File: src/rtl/jat_pkg.sv
package jat_pkg;

    localparam int unsigned JAT_DEFAULT_DEPTH = 48;

    // status flag slots
    localparam int unsigned FLG_OVR   = 0;
    localparam int unsigned FLG_UND   = 1;
    localparam int unsigned FLG_COUNT = 2;

    // per-edge operation decoded from the strobes and the fill level
    typedef struct packed {
        logic center;
        logic wr_go;
        logic rd_go;
        logic ovr_evt;
        logic und_evt;
    } jat_op_t;

    function automatic int unsigned jat_wrap_inc(int unsigned p, int unsigned depth);
        return (p + 1 == depth) ? 0 : p + 1;
    endfunction

    function automatic int unsigned jat_wrap_sub(int unsigned p, int unsigned off,
                                                 int unsigned depth);
        return (p >= off) ? p - off : p + depth - off;
    endfunction

endpackage

File: src/rtl/jat_ptr_ctrl.sv
module jat_ptr_ctrl
    import jat_pkg::*;
#(
    parameter int unsigned DEPTH = JAT_DEFAULT_DEPTH,
    localparam int unsigned PTR_W = $clog2(DEPTH),
    localparam int unsigned CNT_W = $clog2(DEPTH + 1)
) (
    input  logic             clk,
    input  logic             rst,
    input  logic             wr_en,
    input  logic             rd_en,
    input  logic             center_req,
    input  logic             bypass,
    output jat_op_t          op,
    output logic [PTR_W-1:0] wptr,
    output logic [PTR_W-1:0] rptr,
    output logic [CNT_W-1:0] cnt
);

    localparam int unsigned      HALF     = DEPTH / 2;
    localparam logic [CNT_W-1:0] CNT_FULL = CNT_W'(DEPTH);
    localparam logic [CNT_W-1:0] CNT_HALF = CNT_W'(HALF);
    localparam int unsigned      PAD_W    = 32 - PTR_W;

    logic [PTR_W-1:0] wptr_q, rptr_q;
    logic [CNT_W-1:0] cnt_q;
    logic             active, is_full, is_empty, plain;

    always_comb begin
        active    = !bypass;
        is_full   = (cnt_q == CNT_FULL);
        is_empty  = (cnt_q == '0);
        plain     = active && !center_req;
        op.center  = active && center_req;
        op.wr_go   = plain && wr_en && !is_full;
        op.rd_go   = plain && rd_en && !is_empty;
        op.ovr_evt = plain && wr_en && is_full;
        op.und_evt = plain && rd_en && is_empty;
    end

    always_ff @(posedge clk) begin
        if (rst) begin
            wptr_q <= '0;
            rptr_q <= '0;
            cnt_q  <= '0;
        end else if (op.center) begin
            rptr_q <= PTR_W'(jat_wrap_sub({{PAD_W{1'b0}}, wptr_q}, HALF, DEPTH));
            cnt_q  <= CNT_HALF;
        end else begin
            if (op.wr_go)
                wptr_q <= PTR_W'(jat_wrap_inc({{PAD_W{1'b0}}, wptr_q}, DEPTH));
            if (op.rd_go)
                rptr_q <= PTR_W'(jat_wrap_inc({{PAD_W{1'b0}}, rptr_q}, DEPTH));
            case ({op.wr_go, op.rd_go})
                2'b10:   cnt_q <= cnt_q + CNT_W'(1);
                2'b01:   cnt_q <= cnt_q - CNT_W'(1);
                default: cnt_q <= cnt_q;
            endcase
        end
    end

    assign wptr = wptr_q;
    assign rptr = rptr_q;
    assign cnt  = cnt_q;

    AST_FILL_BOUND: assert property (@(posedge clk) disable iff (rst)
        cnt_q <= CNT_FULL);

    AST_UNDERRUN_HOLD: assert property (@(posedge clk) disable iff (rst)
        (op.und_evt && !wr_en) |=> (cnt_q == '0 && $stable(rptr_q)));

    AST_PAIRED_STEADY: assert property (@(posedge clk) disable iff (rst)
        (plain && wr_en && rd_en && !is_full && !is_empty) |=> $stable(cnt_q));

    AST_CENTER_HALF: assert property (@(posedge clk) disable iff (rst)
        (center_req && !bypass) |=> (cnt_q == CNT_HALF));

    AST_BYPASS_FREEZE: assert property (@(posedge clk) disable iff (rst)
        bypass |=> ($stable(cnt_q) && $stable(wptr_q) && $stable(rptr_q)));

endmodule

File: src/rtl/jat_bit_store.sv
module jat_bit_store
    import jat_pkg::*;
#(
    parameter int unsigned DEPTH = JAT_DEFAULT_DEPTH,
    localparam int unsigned PTR_W = $clog2(DEPTH)
) (
    input  logic             clk,
    input  logic             rst,
    input  logic             wr_go,
    input  logic             wr_bit,
    input  logic [PTR_W-1:0] wptr,
    input  logic             rd_go,
    input  logic             und_evt,
    input  logic [PTR_W-1:0] rptr,
    output logic             out_bit,
    output logic             out_stb
);

    logic [DEPTH-1:0] cells;
    logic             out_bit_q, out_stb_q;

    // one flop per cell, written only when its address is selected
    for (genvar i = 0; i < DEPTH; i++) begin : g_cell
        always_ff @(posedge clk) begin
            if (rst)
                cells[i] <= 1'b0;
            else if (wr_go && (wptr == PTR_W'(i)))
                cells[i] <= wr_bit;
        end
    end

    // an underrun leaves the output register alone, so the last bit repeats
    always_ff @(posedge clk) begin
        if (rst) begin
            out_bit_q <= 1'b0;
            out_stb_q <= 1'b0;
        end else begin
            if (rd_go)
                out_bit_q <= cells[rptr];
            out_stb_q <= rd_go || und_evt;
        end
    end

    assign out_bit = out_bit_q;
    assign out_stb = out_stb_q;

    AST_READ_ADDR_RANGE: assert property (@(posedge clk) disable iff (rst)
        rd_go |-> ({1'b0, rptr} < (PTR_W + 1)'(DEPTH)));

    AST_UNDERRUN_REPEAT: assert property (@(posedge clk) disable iff (rst)
        (und_evt && !rd_go) |=> $stable(out_bit_q));

    AST_STROBE_FOLLOWS: assert property (@(posedge clk) disable iff (rst)
        (rd_go || und_evt) |=> out_stb_q);

endmodule

File: src/rtl/jat_status.sv
module jat_status
    import jat_pkg::*;
#(
    parameter int unsigned NFLAG = FLG_COUNT
) (
    input  logic             clk,
    input  logic             rst,
    input  logic [NFLAG-1:0] evt,
    input  logic [NFLAG-1:0] clr,
    input  logic [NFLAG-1:0] ie,
    output logic [NFLAG-1:0] flags,
    output logic             irq
);

    logic [NFLAG-1:0] flags_q;

    // set has priority over clear on the same edge
    for (genvar f = 0; f < NFLAG; f++) begin : g_flag
        always_ff @(posedge clk) begin
            if (rst)
                flags_q[f] <= 1'b0;
            else if (evt[f])
                flags_q[f] <= 1'b1;
            else if (clr[f])
                flags_q[f] <= 1'b0;
        end

        AST_FLAG_STICKY: assert property (@(posedge clk) disable iff (rst)
            (flags_q[f] && !clr[f]) |=> flags_q[f]);

        AST_SET_BEATS_CLEAR: assert property (@(posedge clk) disable iff (rst)
            evt[f] |=> flags_q[f]);
    end

    assign flags = flags_q;
    assign irq   = |(flags_q & ie);

endmodule

File: src/rtl/jat_elastic_store.sv
module jat_elastic_store
    import jat_pkg::*;
#(
    parameter int unsigned DEPTH = JAT_DEFAULT_DEPTH,
    localparam int unsigned PTR_W = $clog2(DEPTH),
    localparam int unsigned CNT_W = $clog2(DEPTH + 1)
) (
    input  logic             clk,
    input  logic             rst,
    input  logic             wr_en,
    input  logic             wr_bit,
    input  logic             rd_en,
    input  logic             lim_en,
    input  logic             center_req,
    input  logic             bypass,
    input  logic             ovr_ie,
    input  logic             und_ie,
    input  logic             clr_ovr,
    input  logic             clr_und,
    output logic             rd_bit,
    output logic             rd_valid,
    output logic [CNT_W-1:0] fill,
    output logic             ovr_flag,
    output logic             und_flag,
    output logic             irq,
    output logic             near_full,
    output logic             near_empty
);

    localparam logic [CNT_W-1:0] LIM_HI = CNT_W'(DEPTH - 1);
    localparam logic [CNT_W-1:0] LIM_LO = CNT_W'(1);

    jat_op_t          op;
    logic [PTR_W-1:0] wptr, rptr;
    logic [CNT_W-1:0] cnt;
    logic             store_bit, store_stb;
    logic [FLG_COUNT-1:0] evt_vec, clr_vec, ie_vec, flag_vec;
    logic             irq_int;

    jat_ptr_ctrl #(.DEPTH(DEPTH)) u_ptr (
        .clk        (clk),
        .rst        (rst),
        .wr_en      (wr_en),
        .rd_en      (rd_en),
        .center_req (center_req),
        .bypass     (bypass),
        .op         (op),
        .wptr       (wptr),
        .rptr       (rptr),
        .cnt        (cnt)
    );

    jat_bit_store #(.DEPTH(DEPTH)) u_store (
        .clk     (clk),
        .rst     (rst),
        .wr_go   (op.wr_go),
        .wr_bit  (wr_bit),
        .wptr    (wptr),
        .rd_go   (op.rd_go),
        .und_evt (op.und_evt),
        .rptr    (rptr),
        .out_bit (store_bit),
        .out_stb (store_stb)
    );

    always_comb begin
        evt_vec          = '0;
        clr_vec          = '0;
        ie_vec           = '0;
        evt_vec[FLG_OVR] = op.ovr_evt;
        evt_vec[FLG_UND] = op.und_evt;
        clr_vec[FLG_OVR] = clr_ovr;
        clr_vec[FLG_UND] = clr_und;
        ie_vec[FLG_OVR]  = ovr_ie;
        ie_vec[FLG_UND]  = und_ie;
    end

    jat_status #(.NFLAG(FLG_COUNT)) u_status (
        .clk   (clk),
        .rst   (rst),
        .evt   (evt_vec),
        .clr   (clr_vec),
        .ie    (ie_vec),
        .flags (flag_vec),
        .irq   (irq_int)
    );

    always_comb begin
        rd_bit     = bypass ? wr_bit : store_bit;
        rd_valid   = bypass ? wr_en  : store_stb;
        fill       = cnt;
        ovr_flag   = flag_vec[FLG_OVR];
        und_flag   = flag_vec[FLG_UND];
        irq        = irq_int;
        near_full  = lim_en && (cnt >= LIM_HI);
        near_empty = lim_en && (cnt <= LIM_LO);
    end

    AST_IRQ_QUIET: assert property (@(posedge clk) disable iff (rst)
        (!(ovr_flag && ovr_ie) && !(und_flag && und_ie)) |-> !irq);

    AST_LIMIT_OFF: assert property (@(posedge clk) disable iff (rst)
        !lim_en |-> (!near_full && !near_empty));

    AST_BYPASS_PASS: assert property (@(posedge clk) disable iff (rst)
        bypass |-> (rd_bit == wr_bit && rd_valid == wr_en));

endmodule

File: config.mk
export PLATFORM = sky130hd
export DESIGN_NAME = jat_elastic_store
export DESIGN_NICKNAME = d
export VERILOG_FILES = /design/src/rtl/jat_pkg.sv /design/src/rtl/jat_ptr_ctrl.sv /design/src/rtl/jat_bit_store.sv /design/src/rtl/jat_status.sv /design/src/rtl/jat_elastic_store.sv
export SDC_FILE = /design/constraint.sdc
export NUM_CORES = 1
export LEC_CHECK = 0
export BUFFER_PORTS_ARGS = -buffer_cell sky130_fd_sc_hd__buf_4
export CAP_MARGIN = 20
export CELL_PAD_IN_SITES_DETAIL_PLACEMENT = 1
export CELL_PAD_IN_SITES_GLOBAL_PLACEMENT = 2
export CORE_AREA = 2 2 104 106
export DETAILED_ROUTE_END_ITERATION = 16
export DIE_AREA = 0 0 106 108
export HOLD_SLACK_MARGIN = 0.12
export PLACE_DENSITY_LB_ADDON = 0.1
export REMOVE_ABC_BUFFERS = 1
export SYNTH_ARGS = -nofsm -noshare
export SYNTH_HDL_FRONTEND = slang
export SYNTH_HIERARCHICAL = 1
export SYNTH_SLANG_ARGS = --single-unit
File: constraint.sdc
create_clock -name clk -period 5.1 [get_ports clk]
set_clock_uncertainty 0.1 [all_clocks]
set_input_delay 1.02 -clock clk [delete_from_list [all_inputs] [get_ports clk]]
set_output_delay 1.02 -clock clk [all_outputs]
set_load 0.01 [all_outputs]
# ---- Word level (Yosys, flattened, before mapping)
# Index checks and enable logic that the tools add are counted.
dict set report op_classes {
  add_sub_neg 7
  order_cmp 4
  eq_ne 52
  muxes 15
  bitwise 2
  n_reduce_logical 73
}
# operator n
set op_table {}
lappend op_table {{== test 6 bit, second input constant} 17}
lappend op_table {{== test 6 x 5 -> 1 bit, second input constant} 16}
lappend op_table {{logical AND 1 bit} 58}
lappend op_table {{== test 6 x 4 -> 1 bit, second input constant} 8}
lappend op_table {{2-to-1 mux 6 bit} 5}
lappend op_table {{== test 6 x 3 -> 1 bit, second input constant} 4}
lappend op_table {{adder 6 x 1 -> 7 bit, second input constant} 2}
lappend op_table {{== test 7 x 6 -> 1 bit, second input constant} 2}
lappend op_table {{== test 6 x 2 -> 1 bit, second input constant} 2}
lappend op_table {{zero test 6 bit} 2}
lappend op_table {{case mux 6 bit (2 select lines)} 1}
lappend op_table {{subtractor 6 x 5 -> 6 bit, second input constant} 2}
lappend op_table {{nonzero test 2 bit} 4}
lappend op_table {{< comparator 6 x 7 -> 1 bit, second input constant} 1}
lappend op_table {{2-to-1 mux 1 bit} 7}
lappend op_table {{adder 6 x 1 -> 6 bit, second input constant} 1}
lappend op_table {{adder 6 bit, second input constant} 1}
lappend op_table {{binary-select mux 1 bit (select 6 bit)} 1}
lappend op_table {{== test 6 x 1 -> 1 bit, second input constant} 1}
lappend op_table {{greater-or-equal comparator 6 x 5 -> 1 bit, second input constant} 1}
lappend op_table {{greater-or-equal comparator 6 bit, second input constant} 1}
lappend op_table {{<= comparator 6 x 1 -> 1 bit, second input constant} 1}
lappend op_table {{subtractor 6 x 1 -> 6 bit, second input constant} 1}
lappend op_table {{2-to-1 mux 5 bit} 1}
lappend op_table {{other kinds (9)} 13}
dict set report totals {
  ff_bits 70
  output_inout_bits 13
  word_cells 209
}

# ---- Depth between registers and ports, before layout
# Gate-level depths: netlist of run 1.
dict set report logic_depth {
  ltp_word 7
  depth_mapped 10
  mapped_depth_nobuf 10
}

# ---- Modules after synthesis
# The synthesis of run 1 kept the hierarchy.
# mod n_inst cells_per_inst area_each_um2 seq_area_each_um2
set modules_own_cells {}
lappend modules_own_cells {jat_bit_store 1 312 2558.7 1001.0}
lappend modules_own_cells {jat_ptr_ctrl 1 157 1326.3 360.3}
lappend modules_own_cells {jat_status 1 9 78.8 40.0}
lappend modules_own_cells {jat_elastic_store 1 7 58.8 0.0}

# ---- Worst setup path after synthesis of run 1
# No wires, ideal clock.
dict set report synth_path {
  path_kind {input port to flip-flop}
  from {input center_req}
  to {register u_ptr.cnt_q[5] (netlist: u_ptr/cnt[5])}
  arrival_ps 3223
  required_ps 4884
  slack_ps 1660
  stages 9
  path_buffers 0
  path_cell_list {or3b_2 o21bai_2 ha_1 ha_1 nand2_1 o21a_1 o311ai_0 xnor2_1 nor2_1}
}
dict set report synth_between {
  elab_chain_len 6
}
# element line_no
set synth_rtl {}
lappend synth_rtl {{from (decl)} jat_elastic_store.sv:14} ;# input logic center_req,
lappend synth_rtl {{zero test 1 bit} jat_ptr_ctrl.sv:33} ;# plain = active && !center_req;
lappend synth_rtl {{logical AND 1 bit} jat_ptr_ctrl.sv:33}
lappend synth_rtl {{logical AND 1 bit (on tied branches) (2 in series)} {jat_ptr_ctrl.sv:36, jat_ptr_ctrl.sv:35}}
lappend synth_rtl {{== test 2 x 1 -> 1 bit or == test 2 bit (tied branches)} jat_ptr_ctrl.sv:54} ;# case ({op.wr_go, op.rd_go})
lappend synth_rtl {{case mux 6 bit (2 select lines) or nonzero test 2 bit (tied branches)} --}
lappend synth_rtl {{to (signal assigned)} jat_ptr_ctrl.sv:55} ;# 2'b10: cnt_q <= cnt_q + CNT_W'(1);
lappend synth_rtl {{to (signal assigned)} jat_ptr_ctrl.sv:56} ;# 2'b01: cnt_q <= cnt_q - CNT_W'(1);
lappend synth_rtl {{to (signal assigned)} jat_ptr_ctrl.sv:57} ;# default: cnt_q <= cnt_q;
lappend synth_rtl {{to (decl)} jat_ptr_ctrl.sv:26} ;# logic [CNT_W-1:0] cnt_q;
# Several ways; a longest one is shown, not always the timed one.
# A chain may end at the register's enable or synchronous reset.

# ---- Final worst setup path of run 1
# Ends and elaborated chain as after synthesis.

==> results of run 1 <==
[logic make-up after synthesis]
group                      count (synthesis)
AOI/OAI and AO/OA                         89
xor gates and xnor gates                   9
adders and majority gates                 13
buffers and inverters                     41
DFF                                       70
muxes                                     46
and+or+nand+nor                          217
[worst paths after layout]
kind	from	endpoint	slack, ps
max	center_req	u_ptr/cnt[5]	1660
min	u_store/cells[26]	u_store/cells[26]	360
max reg2reg	u_ptr/cnt[0]	u_ptr/cnt[5]	1860
min reg2reg	u_store/cells[26]	u_store/cells[26]	360
[worst max-delay path: cells and delay by family]
family,cells,cell delay [ps]
fa+ha+maj,2,780
xor+xnor,1,170
simple gates,3,620
compound gates,3,890
buf+inv,1,120
[state kept, by name, indices dropped and copies added, names as in the netlist]
| register | cells |
|---|---|
| u_store/cells | 48 |
| u_status/flags | 2 |
| u_store/out_bit | 1 |
| u_store/out_stb | 1 |
| u_ptr/cnt | 6 |
| u_ptr/rptr | 6 |
| u_ptr/wptr | 6 |
[stage by stage]
stage | setup WS, ps | instance area, sq um | hold WS (ps)
4_1_cts | 1660 | 4480 | 365
2_1_floorplan | 1660 | 3890 | 325
3_3_place_gp | 1360 | 4260 | 339
5_1_grt | 1520 | 4480 | 392
6_report | 1660 | 4480 | 359
3_5_place_dp | 1270 | 4260 | 352
[power groups by stage]
| stage | Combinational [uW] | Sequential (uW) | Clock, uW |
|---|---|---|---|
| final | 105 | 574 | 517 |
| after detailed placement | 106 | 587 | 0 |
| after global routing | 116 | 576 | 552 |
| after floorplan | 55.7 | 584 | 0 |
| after global placement | 104 | 587 | 0 |
| after CTS | 106 | 574 | 531 |
[metal layers]
metal | up-vias | wire (um)
met5 | - | 0
met1 | 1712 | 5560
met4 | 0 | 176
met2 | 42 | 5220
li1 | 1724 | -
met3 | 12 | 259
[final cells by class]
class	count	area, sq um
sequential	70	1400
timing repair buffer	27	203
clock buffer	10	128
clock inverter	6	92.6
inverter	13	53.8
fill	1238	5750
multi-input combinational	374	2430
tap	136	170
[cells in the mapped netlist, drive strengths merged (4+ instances only)]
master and instances:
a21oi 39, ha 12, nand4 4, buf 5, nand2 78, mux2i 30, dfxtp 70, nor2 66
xor2 4, nor4 4, nand2b 8, inv 13, xnor2 5, o21ai 19, mux4 10, nand3 16
a41oi 4, clkbuf 23, nor3 10, or2 5, mux2 6, nor3b 4, o211ai 5
==> out/qor.yml, run 1 <==
outcome: "finished clean"
synth-main-ff-cell: "dfxtp_1"
cp-end-kind: "register"
layout-drive-gt1-share_pct: 13.8
worstPathRequired_ps: 5260
dieArea_sq_um: 11400
grt_max_degree: 72
gr-max-usage-layer: "met2"
hold_buffers: 0
place_congestion: 0.748
n_antenna_cell: 0
final_common_cell: "nand2_1"
grt_use_met3_pct: 2.23
dp_cells: 620
setup_tns_ps: 0
pwr-share-seq_pct: 48.0
path_class: "in2reg"
power.internal_uw: 876
worst_r2r_path_depth: 9
cpMaxStageDelayCell: "or3b_2"
synth_seq_area_share_pct: 34.8
cp.arrival_ps: 3600
swShare_pct: 26.7
avgViaCountPerCell: 5.49
synth_top_family_by_area: "simple AND/OR/NAND/NOR gates"
p_leak_uw: 0.00168
grt_use_met2_pct: 34.2
initial_core_util_pct: 39.3
fin_cells: 636
layout_common_cells: "nand2_1 (78), dfxtp_1 (70), nor2_1 (66)"
cap_violations: 0
overflow: 0
tightestPinTransition_ps: 967
cts_tree: "done"
critPathMaxStageDelay_ps: 480
rsz0062_at_grt: "no"
async_flop_share_pct: 0
syn_to_final_growth_pct: 11.4
synthSimpleGateAreaFrac_pct: 25.7
vias: 3490
numClockSinks: 70
pwr-share-clk_pct: 43.3
synth_enable_flop_cells: 0
synthXorXnorAreaFrac_pct: 1.96
combPwrFrac_pct: 8.8
postRouteAntennaNets: 0
max_slew_margin_pct: 34.9
p_per_area_nw_per_um2: 267
synth_cell_types: 66
htreeDepth: 3
wire_per_inst_um: 17.6
yosys-mux-area-fraction_pct: 15.0
synth_warnings: 6
syn_avg_cell_area_sq_um: 8.29
cp_max_fo: 12
drt-initial-drc-count: 133
syn_inst: 485
routed_wirelength_um: 11200
fin_crit_ps: 3440
cp_cell_sequence: "buf_4 -> or3b_2 -> o21bai_2 -> ha_1 -> ha_1 -> nand2_1 -> o21a_1 -> o311ai_0 -> xnor2_1 -> nor2_1"
antenna_found_initial: 0
p_total_uw: 1200
clkTransAtPathRegs_ps: 80
first_pass_iters: 4
synth_area_sq_um: 4020
maxSlewViolCount: 0
synth_top_cell_by_area: "dfxtp_1"
grt_use_met1_pct: 27.3
grt.total_usage_pct: 20.5
fp.dieH_um: 108
startpoint_type: "primary input"
finalCritPeriodShare_pct: 67.4
synth_seq_cells: 70
setup_viol: 0
cts-resized-gates: 0
grt_pass1_vias: 3565
finalHoldViolCount: 0
fin_nets: 520
die_w_um: 106
num_io_pins: 25
switchingPower_uw: 320
cts_inserted_buffers: 9
cp_common_cell: "ha_1"
synth_compound_area_share_pct: 13.7
clk_latency_ps: 370
grt_pass1_wl_um: 18500
rows: 37
synthTopCellsByArea: "dfxtp_1 (35%), mux2i_1 (7.5%), nand2_1 (7.3%)"
min_path_type: "reg2reg"
dpl.hpwl_um: 7370
yosysTopAreaCellShare_pct: 34.8
fin_util_pct: 43.8
synthAdderAreaFrac_pct: 4.23
post_cts_buffers: 0
coreArea_sq_um: 10200
min_path_cells: 2
port_buffers: 24
fmax_mhz: 291
vdd_drop_max_mv: 0.140
clockBufferDepth: 2
drcViolationCount: 0
cts_root_buffer: "clkbuf_8"
Note: power is estimated with default switching activity, not from simulation.
==> run 2, diff against run 1 <==
--- a/config.mk
+++ b/config.mk
@@ -9,9 +9,9 @@
 export CAP_MARGIN = 20
 export CELL_PAD_IN_SITES_DETAIL_PLACEMENT = 1
 export CELL_PAD_IN_SITES_GLOBAL_PLACEMENT = 2
-export CORE_AREA = 2 2 104 106
+export CORE_AREA = 2 2 108 110
 export DETAILED_ROUTE_END_ITERATION = 16
-export DIE_AREA = 0 0 106 108
+export DIE_AREA = 0 0 110 112
 export HOLD_SLACK_MARGIN = 0.12
 export PLACE_DENSITY_LB_ADDON = 0.1
 export REMOVE_ABC_BUFFERS = 1
==> constraint.sdc (replaced) <==
create_clock -name clk -period 3.6 [get_ports clk]
set_clock_uncertainty 0.1 [all_clocks]
set_input_delay 0.72 -clock clk [delete_from_list [all_inputs] [get_ports clk]]
set_output_delay 0.72 -clock clk [all_outputs]
set_load 0.01 [all_outputs]
==> out/qor.yml, run 2 (synthesis gave the netlist of run 1 again) <==
outcome: "finished clean"
final_common_cell: "nand2_1"
grt_pass1_wl_um: 18900  # +2.4%
cp_cell_sequence: "or4_1 -> o21bai_2 -> ha_1 -> ha_1 -> nand2_1 -> o21a_1 -> o311ai_0 -> xnor2_1 -> nor2_1"
vdd_drop_max_mv: 0.317  # +130%
clockBufferDepth: 2  # unchanged
wire_per_inst_um: 17.7  # +0.22%
avgViaCountPerCell: 5.48  # -0.19%
fin_nets: 525  # +0.96%
p_total_uw: 1880  # +57%
dpl.hpwl_um: 7730  # +4.9%
fin_util_pct: 41.3  # -2.6 points
critPathMaxStageDelay_ps: 610  # +130 ps
fmax_mhz: 303
grt_max_degree: 72  # unchanged
layout-drive-gt1-share_pct: 14.7  # +0.85 points
postRouteAntennaNets: 0  # unchanged
grt_pass1_vias: 3596  # +0.87%
cts_tree: "done"
cap_violations: 0  # unchanged
max_slew_margin_pct: 33.7  # -1.2 points
critPathBufInv: 0  # -1
fin_crit_ps: 3300
fp.dieH_um: 112  # +3.7%
finalHoldViolCount: 0  # unchanged
drcViolationCount: 0  # unchanged
hold_path_startpoint: "u_store/cells[26]"
cp_max_fo: 7  # -5
reg2reg_slack_ps: 300  # -1560 ps
largest_reg_flops: 48  # unchanged
place_congestion: 0.807  # +7.9%
clkTransAtPathRegs_ps: 60  # -20 ps
layout_common_cells: "nand2_1 (78), dfxtp_1 (70), nor2_1 (66)"
initial_core_util_pct: 36.0  # -3.3 points
die_w_um: 110  # +3.8%
critPathTopFamily: "compound AO/OA/AOI/OAI gates"
overflow: 0  # unchanged
maxSlewViolCount: 0  # unchanged
p_per_area_nw_per_um2: 408  # +53%
syn_to_final_growth_pct: 14.6
hold_buffers: 0  # unchanged
cp.arrival_ps: 3440  # -160 ps
largest-register: "u_store/cells"
coreArea_sq_um: 11200  # +9.2%
setup_viol: 0  # unchanged
worstPathRequired_ps: 3740  # -1520 ps
drt-initial-drc-count: 134  # +0.75%
p_leak_uw: 0.00174  # +3.9%
clk_latency_ps: 350  # -20 ps
htreeDepth: 3  # unchanged
setup_tns_ps: 0  # unchanged
numClockSinks: 70  # unchanged
first_pass_iters: 4  # unchanged
port_buffers: 24  # unchanged
cp_common_cell: "ha_1"
num_io_pins: 25  # unchanged
min_to: "u_store/cells[26]"
antenna_found_initial: 0  # unchanged
n_antenna_cell: 0  # unchanged
post_cts_buffers: 0  # unchanged
routed_wirelength_um: 11500  # +2.1%
min_path_cells: 2  # unchanged
fillCellCount: 1342  # +8.4%
cts_inserted_buffers: 9  # unchanged
dieArea_sq_um: 12300  # +7.6%
cp-end-kind: "register"
worstReg2RegStart: "u_ptr/cnt[0]"
rows: 39  # +5.4%
cpMaxStageDelayCell: "or4_1"
worst_r2r_path_depth: 9  # unchanged
min_path_type: "reg2reg"
holdWs_ps: 355  # -3.28 ps
cts_root_buffer: "clkbuf_16"
cts-resized-gates: 0  # unchanged
rsz0062_at_grt: "no"
finalCritPeriodShare_pct: 91.8
reg2reg_to: "u_ptr/cnt[5]"
startpoint_type: "register"
tightestPinTransition_ps: 985  # +17.2 ps
vias: 3549  # +1.7%
path_class: "reg2reg"
grt.total_usage_pct: 20.2  # -0.31 points
[run 2: area by class of cell]
class,instances,area (sq um),area share (%)
Multi-Input combinational cell,374,2430,52.8
Clock inverter,5,58.8,1.28
Inverter,13,53.8,1.17
Timing Repair Buffer,32,240,5.21
Tap cell,143,179,3.88
Clock buffer,11,243,5.26
Sequential cell,70,1400,30.4
[run 2: routing by layer]
layer	vias to the layer above	part of all wire [%]	global-route usage [%]
met1	1754	48	26.8
met5	-	0	0
li1	1745	-	-
met3	17	2.7	5.15
met2	33	48	31.6
met4	0	1.8	6.92
[run 2: worst max path at each step]
stage / start / end / slack, ps / cells past startpoint
finish: u_ptr/cnt[0] / u_ptr/cnt[5] / 300 / 9
global route: u_ptr/cnt[0] / u_ptr/cnt[5] / 190 / 10
CTS: u_ptr/cnt[0] / u_ptr/cnt[5] / 360 / 10
detailed placement: center_req / u_ptr/cnt[5] / 30 / 10
global placement: center_req / u_ptr/cnt[5] / 230 / 10
floorplan: center_req / u_ptr/cnt[5] / 460 / 9
[run 2: report_power, final]
group | internal [uW] | switching, uW | leakage (uW)
registers | 785 | 34.6 | 0.000565
clock network | 555 | 360 | 0.000142
logic | 64.2 | 83.0 | 0.00103
[run 2: metrics by stage]
| step | cell area [sq um] | setup WS [ps] | std cells |
|---|---|---|---|
| final | 4610 | 297 | 648 |
| after global placement | 4310 | 233 | 632 |
| after floorplan | 3890 | 460 | 457 |
| after CTS | 4610 | 364 | 648 |
| after global routing | 4610 | 187 | 648 |
| after detailed placement | 4310 | 30.1 | 632 |
[run 2: worst min-delay path, delay by kind of cell, from the launching register on]
family	cells	cell delay, ps
DFF	1	310
AOI/OAI and AO/OA	1	50
and+or+nand+nor	1	50
==> run 3, diff against run 2 <==
==> constraint.sdc (replaced) <==
create_clock -name clk -period 3.6 [get_ports clk]
set_clock_uncertainty 0.1 [all_clocks]
set_input_delay 0.36 -clock clk [delete_from_list [all_inputs] [get_ports clk]]
set_output_delay 0.36 -clock clk [all_outputs]
set_load 0.01 [all_outputs]
==> out/qor.yml, run 3 (synthesis gave the netlist of run 1 again) <==
antenna_found_initial: 0  # unchanged
drt-initial-drc-count: 218  # +63%
place_congestion: 0.771  # -4.5%
num_io_pins: 25  # unchanged
cap_violations: 0  # unchanged
syn_to_final_growth_pct: 13.5
postRouteAntennaNets: 0  # unchanged
clk_latency_ps: 340  # about the same
finalCritPeriodShare_pct: 92.1  # +0.38 points
p_leak_uw: 0.00172  # -1.2%
cts-resized-gates: 0  # unchanged
min_path_cells: 3  # +1
rsz0062_at_grt: "no"
vias: 3572  # +0.65%
fin_crit_ps: 3320  # +13.7 ps
fp.dieH_um: 112  # unchanged
post_cts_buffers: 0  # unchanged
cp.arrival_ps: 3450  # about the same
grt.total_usage_pct: 19.9  # -0.26 points
cts_tree: "done"
cp-end-kind: "register"
cp_max_fo: 12  # +5
htreeDepth: 3  # unchanged
dpl.hpwl_um: 7660  # -1.0%
final_common_cell: "nand2_1"
worst_r2r_path_depth: 9  # unchanged
hold_buffers: 0  # unchanged
p_total_uw: 1830  # -2.8%
first_pass_iters: 4  # unchanged
numClockSinks: 70  # unchanged
tightestPinTransition_ps: 863  # -122 ps
grt_pass1_wl_um: 18900  # -0.15%
regArea_sq_um: 1400  # unchanged
path_class: "reg2reg"
coreArea_sq_um: 11200  # unchanged
avgViaCountPerCell: 5.55  # +1.3%
finalHoldViolCount: 0  # unchanged
setup_tns_ps: 0  # unchanged
port_buffers: 24  # unchanged
cts_inserted_buffers: 9  # unchanged
routed_wirelength_um: 11600  # +0.99%
grt_max_degree: 72  # unchanged
startpoint_type: "register"
p_per_area_nw_per_um2: 401  # -1.8%
layout_common_cells: "nand2_1 (78), dfxtp_1 (70), nor2_1 (66)"
rows: 39  # unchanged
grt_pass1_vias: 3637  # +1.1%
worstPathRequired_ps: 3730  # about the same
largest-register: "u_store/cells"
multi_input_comb_area_sq_um: 2430  # unchanged
dieArea_sq_um: 12300  # unchanged
fillCellCount: 1362  # +1.5%
die_w_um: 110  # unchanged
maxSlewViolCount: 0  # unchanged
n_antenna_cell: 0  # unchanged
vdd_drop_max_mv: 0.195  # -38%
layout-drive-gt1-share_pct: 14.0  # -0.68 points
drcViolationCount: 0  # unchanged
overflow: 0  # unchanged
clockBufferDepth: 2  # unchanged
fin_nets: 521  # -0.76%
setup_viol: 0  # unchanged
outcome: "finished clean"
initial_core_util_pct: 36.0  # unchanged
clkTransAtPathRegs_ps: 60  # about the same
largest_reg_flops: 48  # unchanged
fmax_mhz: 301  # -0.41%
max_slew_margin_pct: 42.4  # +8.7 points
min_path_type: "in2reg"
cts_root_buffer: "clkbuf_16"
wire_per_inst_um: 18.0  # +1.6%
[run 3: changes by cell type in the layout (fill, tap and decap cells not counted), sizes merged]
cell | previous run | this run
clkinvlp | 2 | 1
bufinv | 1 | 0
buf | 32 | 28
clkbuf | 11 | 13
[run 3: cell type report]
cell class | count | share of cell area [%]
Clock inverter | 3 | 0.384
Multi-Input combinational cell | 374 | 53.3
Sequential cell | 70 | 30.7
Timing Repair Buffer | 28 | 4.60
Inverter | 13 | 1.18
Clock buffer | 13 | 5.92
Tap cell | 143 | 3.92
[run 3: layer usage]
metal  GRT usage, %  routed length [um]  vias to the layer above
met1           26.6                5610                     1789
li1               -                   -                     1730
met3           3.10                 259                       14
met2           31.7                5490                       39
met5              0                   0                        -
met4           8.10                 219                        0
[run 3: through the flow]
stage / worst slack, ps / utilization [%] / instance area, sq um / hold WS, ps / cells
2_1_floorplan: 704 / - / 3890 / 325 / 457
3_3_place_gp: 473 / 38.3 / 4280 / 341 / 628
4_1_cts: 321 / 40.9 / 4570 / 169 / 644
3_5_place_dp: 314 / 38.3 / 4280 / 347 / 628
6_report: 283 / 40.9 / 4570 / 176 / 644
5_1_grt: 70.1 / 40.9 / 4570 / 200 / 644
[run 3: worst max-delay path, stage by stage, from the launching register on]
cell and delay [ps]:
dfxtp_1 380, or4_1 620, o21bai_2 370, ha_1 530, ha_1 280, nand2_1 100
o21a_1 200, o311ai_0 400, xnor2_1 170, nor2_1 50
[run 3: path summary, 6_finish.rpt]
kind,start,end,slack [ps]
setup / recovery,u_ptr/cnt[3],u_ptr/cnt[5],280
hold / removal,clr_und,u_status/flags[1],180
setup reg to reg,u_ptr/cnt[3],u_ptr/cnt[5],280
hold reg to reg,u_store/cells[25],u_store/cells[25],350
[run 3: power by group]
part	total (uW)	switching, uW	internal (uW)
Clock	865	344	521
Sequential	817	32.0	785
Combinational	149	85.2	63.6
